`config.mk`:
```
export PLATFORM = sky130hd
export DESIGN_NAME = irq_vec_dispatch
export DESIGN_NICKNAME = d
export VERILOG_FILES = /design/src/rtl/irq_disp_pkg.sv /design/src/rtl/irq_prio_pick.sv /design/src/rtl/irq_vec_regs.sv /design/src/rtl/irq_pend_table.sv /design/src/rtl/irq_vec_dispatch.sv
export SDC_FILE = /design/constraint.sdc
export NUM_CORES = 1
export LEC_CHECK = 0
export BUFFER_PORTS_ARGS = -buffer_cell sky130_fd_sc_hd__buf_2
export CAP_MARGIN = 40
export CORE_UTILIZATION = 54
export CTS_BUF_LIST = sky130_fd_sc_hd__clkbuf_8
export CTS_CLUSTER_SIZE = 30
export DETAILED_ROUTE_END_ITERATION = 16
export MAX_ROUTING_LAYER = met4
export PLACE_DENSITY = 0.78
export SYNTH_ARGS = -nofsm -noshare
export SYNTH_HDL_FRONTEND = slang
export SYNTH_HIERARCHICAL = 1
export SYNTH_SLANG_ARGS = --single-unit
```
`constraint.sdc`:
```
create_clock -name clk_i -period 3.45 [get_ports clk_i]
set_input_delay 0.1725 -clock clk_i [delete_from_list [all_inputs] [get_ports clk_i]]
set_output_delay 0.1725 -clock clk_i [all_outputs]
set_load 0.1 [all_outputs]
```
`src/rtl/irq_disp_pkg.sv`:
```
`timescale 1ns/1ps
package irq_disp_pkg;
  typedef logic [15:0] vec_t;
  localparam vec_t NO_VECTOR = 16'hFFFF;
  localparam int   PBA_DW    = 32;
endpackage

```
`src/rtl/irq_prio_pick.sv`:
```
`timescale 1ns/1ps
// lowest set bit wins
module irq_prio_pick #(
  parameter int W  = 4,
  parameter int IW = (W > 1) ? $clog2(W) : 1
) (
  input  logic [W-1:0]  req_i,
  output logic          found_o,
  output logic [IW-1:0] idx_o
);
  always_comb begin
    found_o = 1'b0;
    idx_o   = '0;
    for (int i = W - 1; i >= 0; i--) begin
      if (req_i[i]) begin
        found_o = 1'b1;
        idx_o   = IW'(i);
      end
    end
  end
endmodule

```
`src/rtl/irq_vec_regs.sv`:
```
`timescale 1ns/1ps
module irq_vec_regs
  import irq_disp_pkg::*;
#(
  parameter int NUM_SRC = 5,
  parameter int SRC_W   = $clog2(NUM_SRC)
) (
  input  logic             clk_i,
  input  logic             rst_ni,
  input  logic             wr_i,
  input  logic [SRC_W-1:0] wr_idx_i,
  input  vec_t             wr_data_i,
  output vec_t             vec_o [NUM_SRC]
);
  for (genvar s = 0; s < NUM_SRC; s++) begin : g_reg
    always_ff @(posedge clk_i or negedge rst_ni) begin
      if (!rst_ni)                             vec_o[s] <= NO_VECTOR;
      else if (wr_i && wr_idx_i == SRC_W'(s)) vec_o[s] <= wr_data_i;
    end
  end
endmodule

```
`src/rtl/irq_pend_table.sv`:
```
`timescale 1ns/1ps
module irq_pend_table #(
  parameter int NUM_VEC = 8,
  parameter int VI_W    = $clog2(NUM_VEC)
) (
  input  logic               clk_i,
  input  logic               rst_ni,
  input  logic               func_mask_i,
  input  logic               mwr_i,
  input  logic [VI_W-1:0]    midx_i,
  input  logic               mval_i,
  input  logic               set_i,
  input  logic [VI_W-1:0]    set_idx_i,
  input  logic               clr_i,
  input  logic [VI_W-1:0]    clr_idx_i,
  output logic [NUM_VEC-1:0] pba_o,
  output logic [NUM_VEC-1:0] mask_o,
  output logic [NUM_VEC-1:0] cand_o
);
  for (genvar v = 0; v < NUM_VEC; v++) begin : g_ent
    always_ff @(posedge clk_i or negedge rst_ni) begin
      if (!rst_ni)                            mask_o[v] <= 1'b1;
      else if (mwr_i && midx_i == VI_W'(v))   mask_o[v] <= mval_i;
    end
    always_ff @(posedge clk_i or negedge rst_ni) begin
      if (!rst_ni)                               pba_o[v] <= 1'b0;
      else if (set_i && set_idx_i == VI_W'(v))   pba_o[v] <= 1'b1;
      else if (clr_i && clr_idx_i == VI_W'(v))   pba_o[v] <= 1'b0;
    end
  end

  // pending and fully unmasked: eligible for replay
  assign cand_o = pba_o & ~mask_o & {NUM_VEC{~func_mask_i}};
endmodule

```
`src/rtl/irq_vec_dispatch.sv`:
```
`timescale 1ns/1ps
module irq_vec_dispatch
  import irq_disp_pkg::*;
#(
  parameter int  NUM_QUEUES = 4,
  parameter int  NUM_VEC    = 8,
  localparam int NUM_SRC    = NUM_QUEUES + 1,
  localparam int SRC_W      = $clog2(NUM_SRC),
  localparam int VI_W       = $clog2(NUM_VEC),
  localparam int PBA_WORDS  = (NUM_VEC + PBA_DW - 1) / PBA_DW,
  localparam int WSEL_W     = (PBA_WORDS > 1) ? $clog2(PBA_WORDS) : 1
) (
  input  logic                  clk_i,
  input  logic                  rst_ni,
  input  logic                  vec_wr_i,
  input  logic [SRC_W-1:0]      vec_wr_idx_i,
  input  logic [15:0]           vec_wr_data_i,
  input  logic                  emask_wr_i,
  input  logic [VI_W-1:0]       emask_idx_i,
  input  logic                  emask_val_i,
  input  logic                  func_mask_i,
  input  logic                  cfg_irq_i,
  input  logic [NUM_QUEUES-1:0] q_irq_i,
  output logic                  msg_valid_o,
  output logic [VI_W-1:0]       msg_vec_o,
  input  logic                  msg_ready_i,
  input  logic [WSEL_W-1:0]     pba_word_i,
  output logic [PBA_DW-1:0]     pba_rdata_o
);
  localparam vec_t VEC_LIMIT = vec_t'(NUM_VEC);

  vec_t               vec_tab [NUM_SRC];
  logic [NUM_SRC-1:0] req_q, req_all, req_clr;
  logic               src_found, sel_ok, sel_masked, out_free;
  logic               src_done, src_load, pba_set;
  logic [SRC_W-1:0]   src_idx;
  vec_t               sel_vec;
  logic [VI_W-1:0]    sel_vidx, rp_idx;
  logic               rp_found, rp_load;
  logic [NUM_VEC-1:0] pba_w, mask_w, cand_w;

  irq_vec_regs #(.NUM_SRC(NUM_SRC), .SRC_W(SRC_W)) u_regs (
    .clk_i, .rst_ni,
    .wr_i(vec_wr_i), .wr_idx_i(vec_wr_idx_i), .wr_data_i(vec_wr_data_i),
    .vec_o(vec_tab)
  );

  // new pulses merge with waiting requests: one per source
  assign req_all = req_q | {q_irq_i, cfg_irq_i};

  irq_prio_pick #(.W(NUM_SRC), .IW(SRC_W)) u_src_pick (
    .req_i(req_all), .found_o(src_found), .idx_o(src_idx)
  );

  assign sel_vec    = vec_tab[src_idx];
  assign sel_vidx   = sel_vec[VI_W-1:0];
  assign sel_ok     = (sel_vec != NO_VECTOR) && (sel_vec < VEC_LIMIT);
  assign sel_masked = func_mask_i || (sel_ok && mask_w[sel_vidx]);
  assign out_free   = !msg_valid_o || msg_ready_i;

  assign src_load = src_found && sel_ok && !sel_masked && out_free;
  assign pba_set  = src_found && sel_ok && sel_masked;
  assign src_done = src_found && (!sel_ok || sel_masked || out_free);
  assign req_clr  = src_done ? (NUM_SRC'(1) << src_idx) : '0;

  always_ff @(posedge clk_i or negedge rst_ni) begin
    if (!rst_ni) req_q <= '0;
    else         req_q <= req_all & ~req_clr;
  end

  irq_prio_pick #(.W(NUM_VEC), .IW(VI_W)) u_rp_pick (
    .req_i(cand_w), .found_o(rp_found), .idx_o(rp_idx)
  );

  assign rp_load = rp_found && out_free && !src_load;

  irq_pend_table #(.NUM_VEC(NUM_VEC), .VI_W(VI_W)) u_pend (
    .clk_i, .rst_ni,
    .func_mask_i,
    .mwr_i(emask_wr_i), .midx_i(emask_idx_i), .mval_i(emask_val_i),
    .set_i(pba_set), .set_idx_i(sel_vidx),
    .clr_i(rp_load), .clr_idx_i(rp_idx),
    .pba_o(pba_w), .mask_o(mask_w), .cand_o(cand_w)
  );

  always_ff @(posedge clk_i or negedge rst_ni) begin
    if (!rst_ni) begin
      msg_valid_o <= 1'b0;
      msg_vec_o   <= '0;
    end else if (src_load) begin
      msg_valid_o <= 1'b1;
      msg_vec_o   <= sel_vidx;
    end else if (rp_load) begin
      msg_valid_o <= 1'b1;
      msg_vec_o   <= rp_idx;
    end else if (msg_ready_i) begin
      msg_valid_o <= 1'b0;
    end
  end

  always_comb begin
    pba_rdata_o = '0;
    for (int j = 0; j < PBA_DW; j++) begin
      if (int'(pba_word_i) * PBA_DW + j < NUM_VEC)
        pba_rdata_o[j] = pba_w[int'(pba_word_i) * PBA_DW + j];
    end
  end
endmodule

```
==> results.txt, run 1 <==
In this design, the stage delay of the slowest critical-path cell is 0.54 ns. The storage element area is 0.002738 mm2. The cell area power density came out at 688.4 mW/mm2. TritonCTS built the clock tree. Measured along the y axis, the die boundary spans 101.4 um. The routed length on met1 came out at 4.698 mm. The number of global-route vias before repair came out at 3,570. CTS saw 105 sinks.

The detail-routed net length per standard cell came out at 18.23 um. The max-slew violation count came to 0. TritonCTS created 9 clock buffers. The flow ran to the end, and the final reports show no timing, DRC or antenna violations. The detail route stage leaves a number of antenna-violating nets equal to 0. The worst setup path is launched from a register.

The startpoint identified for the worst register-to-register timing path is req_q[2]. The leakage power came out at 2.337 nW. The longest clock path from root to sink contains 2 buffers.

The synthesized flop and latch total came out at 105. The H-tree level count is 3. The initial utilization of the core area, before any placement, comes to 56.69%. In the synthesized netlist, the cells that appear most often are mux2_2 (90), dfstp_2 (88), buf_4 (25). The number of antenna violations at the first check in global routing was 0. For this run, design rule violations remaining after detail routing come to 0. After detailed routing, the number of vias per cell comes to 5.835. In the finished design, the share of the clock period the worst path needs comes to 94.37%. The count of cell types in the netlist came out at 59. The total track usage came out at 24.03%. The top cell type by area accounts for 43.32% of the synthesized area. Of all cell types, the one taking the most synthesized area is dfstp_2.

The startpoint of the most critical setup path is req_q[2]. The area of the mapped netlist is 0.005338 mm2. The final non-filler cell total came out at 605. The core region area is 0.009415 mm2. The global-route wire length before repair came out at 18.10 mm.

For this run, the leading register cell type out of synthesis is dfstp_2. Of all nets on the critical path, the largest fanout is 13. The post-layout minimum cycle time came out at 3.256 ns. On the critical path, the stage with the largest delay is an instance of mux4_2. The main combinational cell family by area after synthesis is multiplexers. The horizontal extent of the die came out at 101.4 um. For the worst flop-to-flop path, the logic depth is 13. The endpoint identified for the worst register-to-register timing path is u_pend/pba_o[0].

The required time reported for the critical path endpoint is 3.71 ns. The number of input and output port buffers inserted came out at 46. The path with the worst hold slack has its endpoint at req_q[0]. The clock transition at the registers of the reported paths came out at 0.09 ns. The arrival time of data at the critical path endpoint came out at 3.51 ns. The final cell area excluding filler cells is 0.005883 mm2. Signal routing reaches up to met4. The category of cells accounting for the largest share of critical-path delay is compound AO/OA/AOI/OAI gates. The xor and xnor fraction of the mapped netlist area is 0%. The most numerous cell type found on the critical path is a21oi_1. The critical path is of the register to register type. The number of diodes came out at 0. The first TritonRoute pass finished after 4 iterations. The instance area after placement came out at 0.005639 mm2. The top-level port count is 71. After synthesis, flip-flops and latches occupy 51.29% of the total area. The die outline area is 0.01029 mm2. The Yosys step of the flow raised 6 warnings. Summed over all layers, the routed wires come to 11.03 mm. Wire segments on met3 add up to 479 um in the final route. The final layout net count is 506. After synthesis, the cell types taking the most area are dfstp_2 (43%), mux2_2 (19%), dfrtp_1 (8.0%). The total length of routed met2 wires came out at 5.595 mm. Summing the areas of all compound-gate instances in the mapped netlist gives 5.813% of the synthesized area. Routability-driven placement finished with a final weighted congestion of 0.9199.

The worst-case vdd ir drop came out at 415.5 uV. The remaining max-slew budget at the tightest pin came out at 44.67%. The number of max-cap violations came out at 0.

By instance count, the leading cell after synthesis is mux2_2. The via total after detailed routing came out at 3,530. The critical path goes through nor2_1 -> inv_1 -> nand2b_1 -> a21oi_1 -> buf_4 -> mux4_2 -> a21oi_1 -> o221a_2 -> a2111oi_4 -> o21ai_2 -> and3_1 -> or4b_1 -> a22o_1. The starting DRC count in detailed routing came out at 157. The adder-cell share of the synthesized area is 0%. The post-synthesis area per instance is 12.86 um2. The synthesized instance count came out at 415. The total global routing overflow came out at 0. The number of cells on the worst hold path came out at 3. The type of element capturing the critical path is a register. The detailed placement HPWL is 7.955 mm.

The clock skew is 0.009740 ns. Timing would allow up to 0.3072 GHz. The mux share of post-synthesis cell area came out at 21.00%.

The post-route setup TNS came out at 0 ns. The startpoint identified for the worst hold timing path is cfg_irq_i. The number of flops mapped to enable cells by yosys came out at 0. The post-synthesis async set-or-reset flop share came out at 100.0%. The post-route netlist has 59.66% of its cells at a drive strength greater than 1. The worst-case register-to-register setup slack is 0.19 ns. For the pin with the worst max-slew slack, the measured transition is 0.8299 ns. The hold violation count in the final report is 0. Counting the fill cells in the layout gives 757. The buffer cell driving the clock tree root is clkbuf_8. The classification of the worst-slack hold path is input port to register. The number of cell rows is 35. Setup violations remaining at the end of the flow were counted as 0.

The total buffers and inverters traversed by the critical path is 2. The simple-gate portion of the synthesized area came out at 15.64%. The placed instance count is 588. The largest net degree at the start of global routing is 68.

The clock network latency to the later pin of the worst-skew pair came out at 0.37 ns. The area used by multi-input combinational logic came out at 0.002425 mm2. The post-synthesis to final-layout area growth came out at 10.22%.
repair_timing:
item | 4_1_cts | 5_1_grt
buffers inserted | 0 | 0
gates resized for setup | 0 | 14
endpoints found under the setup margin | 0 | 15
hold buffers | 1 | 0
hold endpoints to repair | 17 | 0
per-stage QoR:
stage,setup slack [ns],utilization [%],hold slack [ns],power [mW]
final,0.1944,62.49,0.09764,4.050
after detailed placement,0.1177,59.89,0.3225,3.331
after global routing,-0.01522,62.49,0.08935,4.258
after CTS,0.05607,61.91,0.07305,4.048
after floorplan,0.1434,-,-0.1231,2.990
after global placement,0.2363,59.60,0.3102,3.269
per-layer routing:
layer | vias up | track usage (%)
met5 | - | -
met4 | 0 | 9.476
met3 | 30 | 5.107
met2 | 130 | 40.35
met1 | 1767 | 28.25
li1 | 1603 | -
tightest hold or removal path, delay by kind of cell:
kind                   cells  cell delay, ns
buffers and inverters      1            0.07
AOI/OAI and AO/OA          1            0.12
and+or+nand+nor            1            0.05
sequential cells by signal, indices dropped and copies added (netlist names):
signal	flops
msg_valid_o	1
req_q	5
msg_vec_o	3
u_pend/pba_o	8
u_regs/vec_o	80
u_pend/mask_o	8
worst max-delay path by stage:
| stage | end | cells past startpoint | slack, ns |
|---|---|---|---|
| final | u_pend/pba_o[0] | 13 | 0.19 |
| after global routing | u_pend/pba_o[2] | 15 | -0.02 |
| after CTS | u_pend/pba_o[3] | 15 | 0.06 |
| after detailed placement | u_pend/pba_o[3] | 13 | 0.12 |
| after global placement | u_pend/pba_o[5] | 15 | 0.24 |
| after floorplan | u_pend/pba_o[0] | 14 | 0.14 |
layout by cell type (no fill, tap or decap), drive strengths merged, types with 4 or more instances in the layout:
cell type,synthesis,final
mux2,92,92
buf,35,58
nand2,13,13
nor2,18,18
dfrtp,17,17
nand3b,4,4
a21oi,7,7
clkbuf,2,10
dfstp,88,88
nor2b,16,16
nor3,5,5
and4bb,5,5
o21ai,5,5
inv,11,16
nand4b,7,7
a31oi,4,4
nor4,14,14
conb,1,24
nand3,6,6
nand4,10,10
a32o,4,4
nor3b,9,9
area by class of cell:
type	instances	area share (%)
well taps	129	2.744
flip-flops and latches	105	46.53
repair buffers	59	5.742
clock buffers	10	2.339
multi-input cells	285	41.22
clock inverters	6	0.7231
inverters	11	0.7018
power by group:
part           total, mW  switching, mW  leakage (nW)  internal, mW
clock network      0.697          0.411         0.102         0.287
logic               1.46          0.926          1.11         0.532
registers           1.89          0.199          1.13          1.70
cell families after synthesis:
group,Yosys count
AOI/OAI and AO/OA,38
muxes,96
other,1
DFF,105
buffers and inverters,48
and+or+nand+nor,127
(Power assumes the default switching activity.)
==> run 2, diff against run 1 <==
ABC_AREA = 1   (was default)
CORE_ASPECT_RATIO = 1.5   (was default)
CORE_UTILIZATION = 55   (was 54)
PLACE_DENSITY = 0.79   (was 0.78)
==> results.txt, run 2 <==
The starting DRC count in detailed routing came out at 353 (+120%). Ranked by flip-flop count, first place goes to u_regs/vec_o. The number of flops mapped to enable cells by yosys came out at 0 (unchanged). The post-synthesis sequential area ratio came out at 44.37% (-6.9 points). The clock network latency to the later pin of the worst-skew pair is 0.38 ns (about the same). The starting density of the core came to 56.10% (-0.59 points). The number of antenna violations at the first check in global routing came out at 0 (unchanged). The remaining antenna violation count after routing is 0 (unchanged). The number of buffers created by CTS is 9 (unchanged).

The number of cell rows was 47 (+34%). The peak fanout along the critical path was 27 (+14). The number of cells on the worst hold path came out at 3 (unchanged). The share of the synthesized area in the top cell type is 37.48% (-5.8 points). The max-slew violation count is 0 (unchanged). The most common cell in the synthesized netlist is nand2_1. The H-tree level count came out at 3 (unchanged).

The proportion of layout cells with a drive suffix above 1 came out at 22.42% (-37 points). The arrival time of data at the critical path endpoint is 3.49 ns (-0.02 ns). The top cell types in the final layout, fill and taps aside, are nand2_1 (422), nand3_1 (100), dfstp_2 (88).

In the synthesized netlist the dominant register cell turns out to be dfstp_2. The worst-case register-to-register setup slack came to 0.28 ns (+0.09 ns). The count of buffers added by post-CTS timing repair for setup is 0 (unchanged). The total wire length after detailed routing came out at 14.55 mm (+32%).

The worst-margin pin slew came out at 0.8016 ns (-0.02827 ns). The post-layout minimum cycle time is 3.169 ns (-0.08622 ns). The final number of setup-violating endpoints is 0 (unchanged). The final layout net count came out at 931 (+84%). By startpoint and endpoint, the worst setup path is classified as register to register.

The path with the worst hold slack has its endpoint at u_regs/vec_o[29]. The maximum clock frequency came out at 0.3155 GHz (+2.7%). The synthesis warning total is 6 (unchanged). The post-synthesis async set-or-reset flop share came to 100.0% (unchanged).

The die boundary height is 131.7 um (+30%). The clock transition at the registers of the reported paths is 0.10 ns (about the same). The total track usage came out at 28.04% (+4.0 points). STA classifies the critical path endpoint as a register. The number of diodes came out at 0 (unchanged). The remaining max-slew budget at the tightest pin is 46.56% (+1.9 points). The share of the clock period used by the worst path after layout came to 91.87% (-2.5 points).

In the final layout, the registers with the most flip-flops are u_regs/vec_o x80, u_pend/mask_o x8, u_pend/pba_o x8. The post-synthesis area per instance is 7.149 um2 (-44%). The detail-routed net length per standard cell is 13.88 um (-24%). The clock skew is 0.007282 ns (-0.002459 ns). The required time reported for the critical path endpoint came to 3.77 ns (+0.06 ns). The remaining routing DRC violations came out at 0 (unchanged). Leaving out fill and tap cells, the most frequent cell in the layout is nand2_1. The startpoint of the most critical register-to-register path is req_q[2]. In this run the critical register-to-register path is captured at u_pend/pba_o[1]. The synthesized flop and latch total was 105 (unchanged). The final hold slack came to 0.02611 ns (-0.07152 ns). The critical hold path startpoint is vec_wr_data_i[13]. The via density per instance came out at 5.141 (-12%). The die outline area came out at 0.01165 mm2 (+13%). The number of global-route vias before repair was 5,175 (+45%). TritonCTS built the clock tree. The number of input and output port buffers inserted is 46 (unchanged).

The number of max-cap violations is 0 (unchanged). Setup repair after global routing left no endpoint under its margin. The cell area power density is 594.6 mW/mm2 (-14%). The global placer's final weighted congestion came to 0.8927 (-3.0%). CTS placed an instance of clkbuf_8 at the clock tree root. The number of buffers on the longest clock path came out at 2 (unchanged). The detailed placement HPWL came out at 10.28 mm (+29%). The count of cells along the worst register-to-register path is 21 (+8). The worst-case vdd ir drop came out at 268.0 uV (-36%). The run finished with clean final reports. The core region area came to 0.01100 mm2 (+17%).

The global-route wire length before repair is 24.41 mm (+35%). The classification of the worst-slack hold path is input port to register. By count the netlist is led by nand2_1 (422), nand3_1 (100), dfstp_2 (88). The cell taking the most area after synthesis is dfstp_2. The via total after detailed routing came out at 5,388 (+53%). The horizontal extent of the die was 88.48 um (-13%). STA classifies the critical path startpoint as a register. The top-level port count came out at 71 (unchanged).

The count of cell types in the netlist is 36 (-39%). The synthesized instance count came out at 863 (+110%). The number of clock sinks came out at 105 (unchanged). The area of the mapped netlist came out at 0.006170 mm2 (+16%). Sorting the synthesized cells by area gives the leading types as dfstp_2 (37%), nand2_1 (26%), nand3_1 (8.1%). The leakage power was 3.477 nW (+49%). The largest net degree at the start of global routing was 64 (-5.9%). The number of flip-flops in the largest register came out at 80 (unchanged). The total global routing overflow was 0 (unchanged). The post-route setup TNS came out at 0 ns (unchanged). The number of search-and-repair iterations in the first detailed-routing pass is 5 (+1). The hold violation count in the final report is 0 (unchanged).

The count of fill cells added during filler insertion is 1,095 (+45%). Compared with the post-synthesis result, the final layout area differs by 6.307%.
## run 2: changes by cell type after synthesis, sizes merged, moves of 4 or more
cell / before / now
a32o: 4 / 0
mux2: 92 / 0
and4bb: 5 / 0
nor2b: 16 / 0
nor4: 14 / 0
nand4b: 7 / 0
or2: 2 / 6
nor2: 18 / 55
nand2: 13 / 432
nor3: 5 / 1
inv: 11 / 70
nand3: 6 / 102
buf: 35 / 50
## run 2: worst max-delay path, cell delays in order, from the launching register on
cell     delay (ns)
dfrtp_1        0.37
or2_2          0.30
inv_1          0.06
nand2_1        0.05
a21oi_2        0.23
inv_2          0.26
nand2_1        0.15
nand2_1        0.10
nand2_1        0.07
nand3_1        0.07
nand2_1        0.08
nand2_1        0.06
nor2_1         0.14
nand3_1        0.10
nor2_2         0.18
nand3_2        0.13
and2_4         0.17
nor2_1         0.12
inv_1          0.05
nor2_1         0.22
nand2_1        0.10
nand2_1        0.08
## run 2: cell type report
class	instances	area [um2]	share of cell area (%)
inverters	71	266.5	4.063
clock inverters	4	42.54	0.6486
well taps	147	183.9	2.804
flip-flops and latches	105	2738	41.74
clock buffers	12	165.2	2.518
multi-input cells	656	2875	43.84
repair buffers	53	287.8	4.388
## run 2: metal layers
layer  vias to the layer above  global-route usage [%]  share of wire [%]
met4                         0                   13.71                4.3
met2                       157                   48.76                 54
li1                       2672                       -                  -
met3                        50                   4.774                4.3
met1                      2509                   29.93                 37
met5                         -                       -                  0
## run 2: logic make-up after synthesis
family,after synthesis,share of synthesized area [%]
and+or+nand+nor,616,43.34
AOI/OAI and AO/OA,16,1.582
other,1,0.06078
buffers and inverters,125,10.65
DFF,105,44.37
## run 2: power breakdown
group	leakage (nW)	internal, mW	switching, mW
sequential	1.14	1.62	0.159
clock	0.115	0.389	0.412
combinational	2.23	0.337	0.984
total	3.48	2.34	1.56
## run 2: stage by stage
| step | util [%] | instances | cell area, um2 | power (mW) | setup WS (ns) |
|---|---|---|---|---|---|
| CTS | 59.55 | 1048 | 6549 | 3.911 | 0.2748 |
| global route | 59.64 | 1048 | 6559 | 4.145 | 0.02508 |
| floorplan | - | 886 | 6256 | 2.829 | 0.6906 |
| global placement | 57.57 | 1031 | 6331 | 3.085 | 0.3332 |
| detailed placement | 57.57 | 1031 | 6331 | 3.112 | 0.3142 |
| finish | 59.64 | 1048 | 6559 | 3.900 | 0.2806 |
## run 2: how the worst max path moves through the flow
stage	from	endpoint	slack, ns	depth (start not counted)
2_1_floorplan	req_q[0]	u_pend/pba_o[0]	0.69	23
3_3_place_gp	req_q[2]	u_pend/pba_o[2]	0.33	23
3_5_place_dp	req_q[2]	u_pend/pba_o[1]	0.31	23
4_1_cts	req_q[2]	u_pend/pba_o[1]	0.27	23
5_1_grt	req_q[2]	u_pend/pba_o[2]	0.03	21
6_report	req_q[2]	u_pend/pba_o[1]	0.28	21
## run 2: repair_timing
item / 4_1_cts / 5_1_grt
gates resized for setup: 0 / 3
setup endpoints to repair: 0 / 4
hold endpoints to repair: 17 / 0
hold buffers: 1 / 0
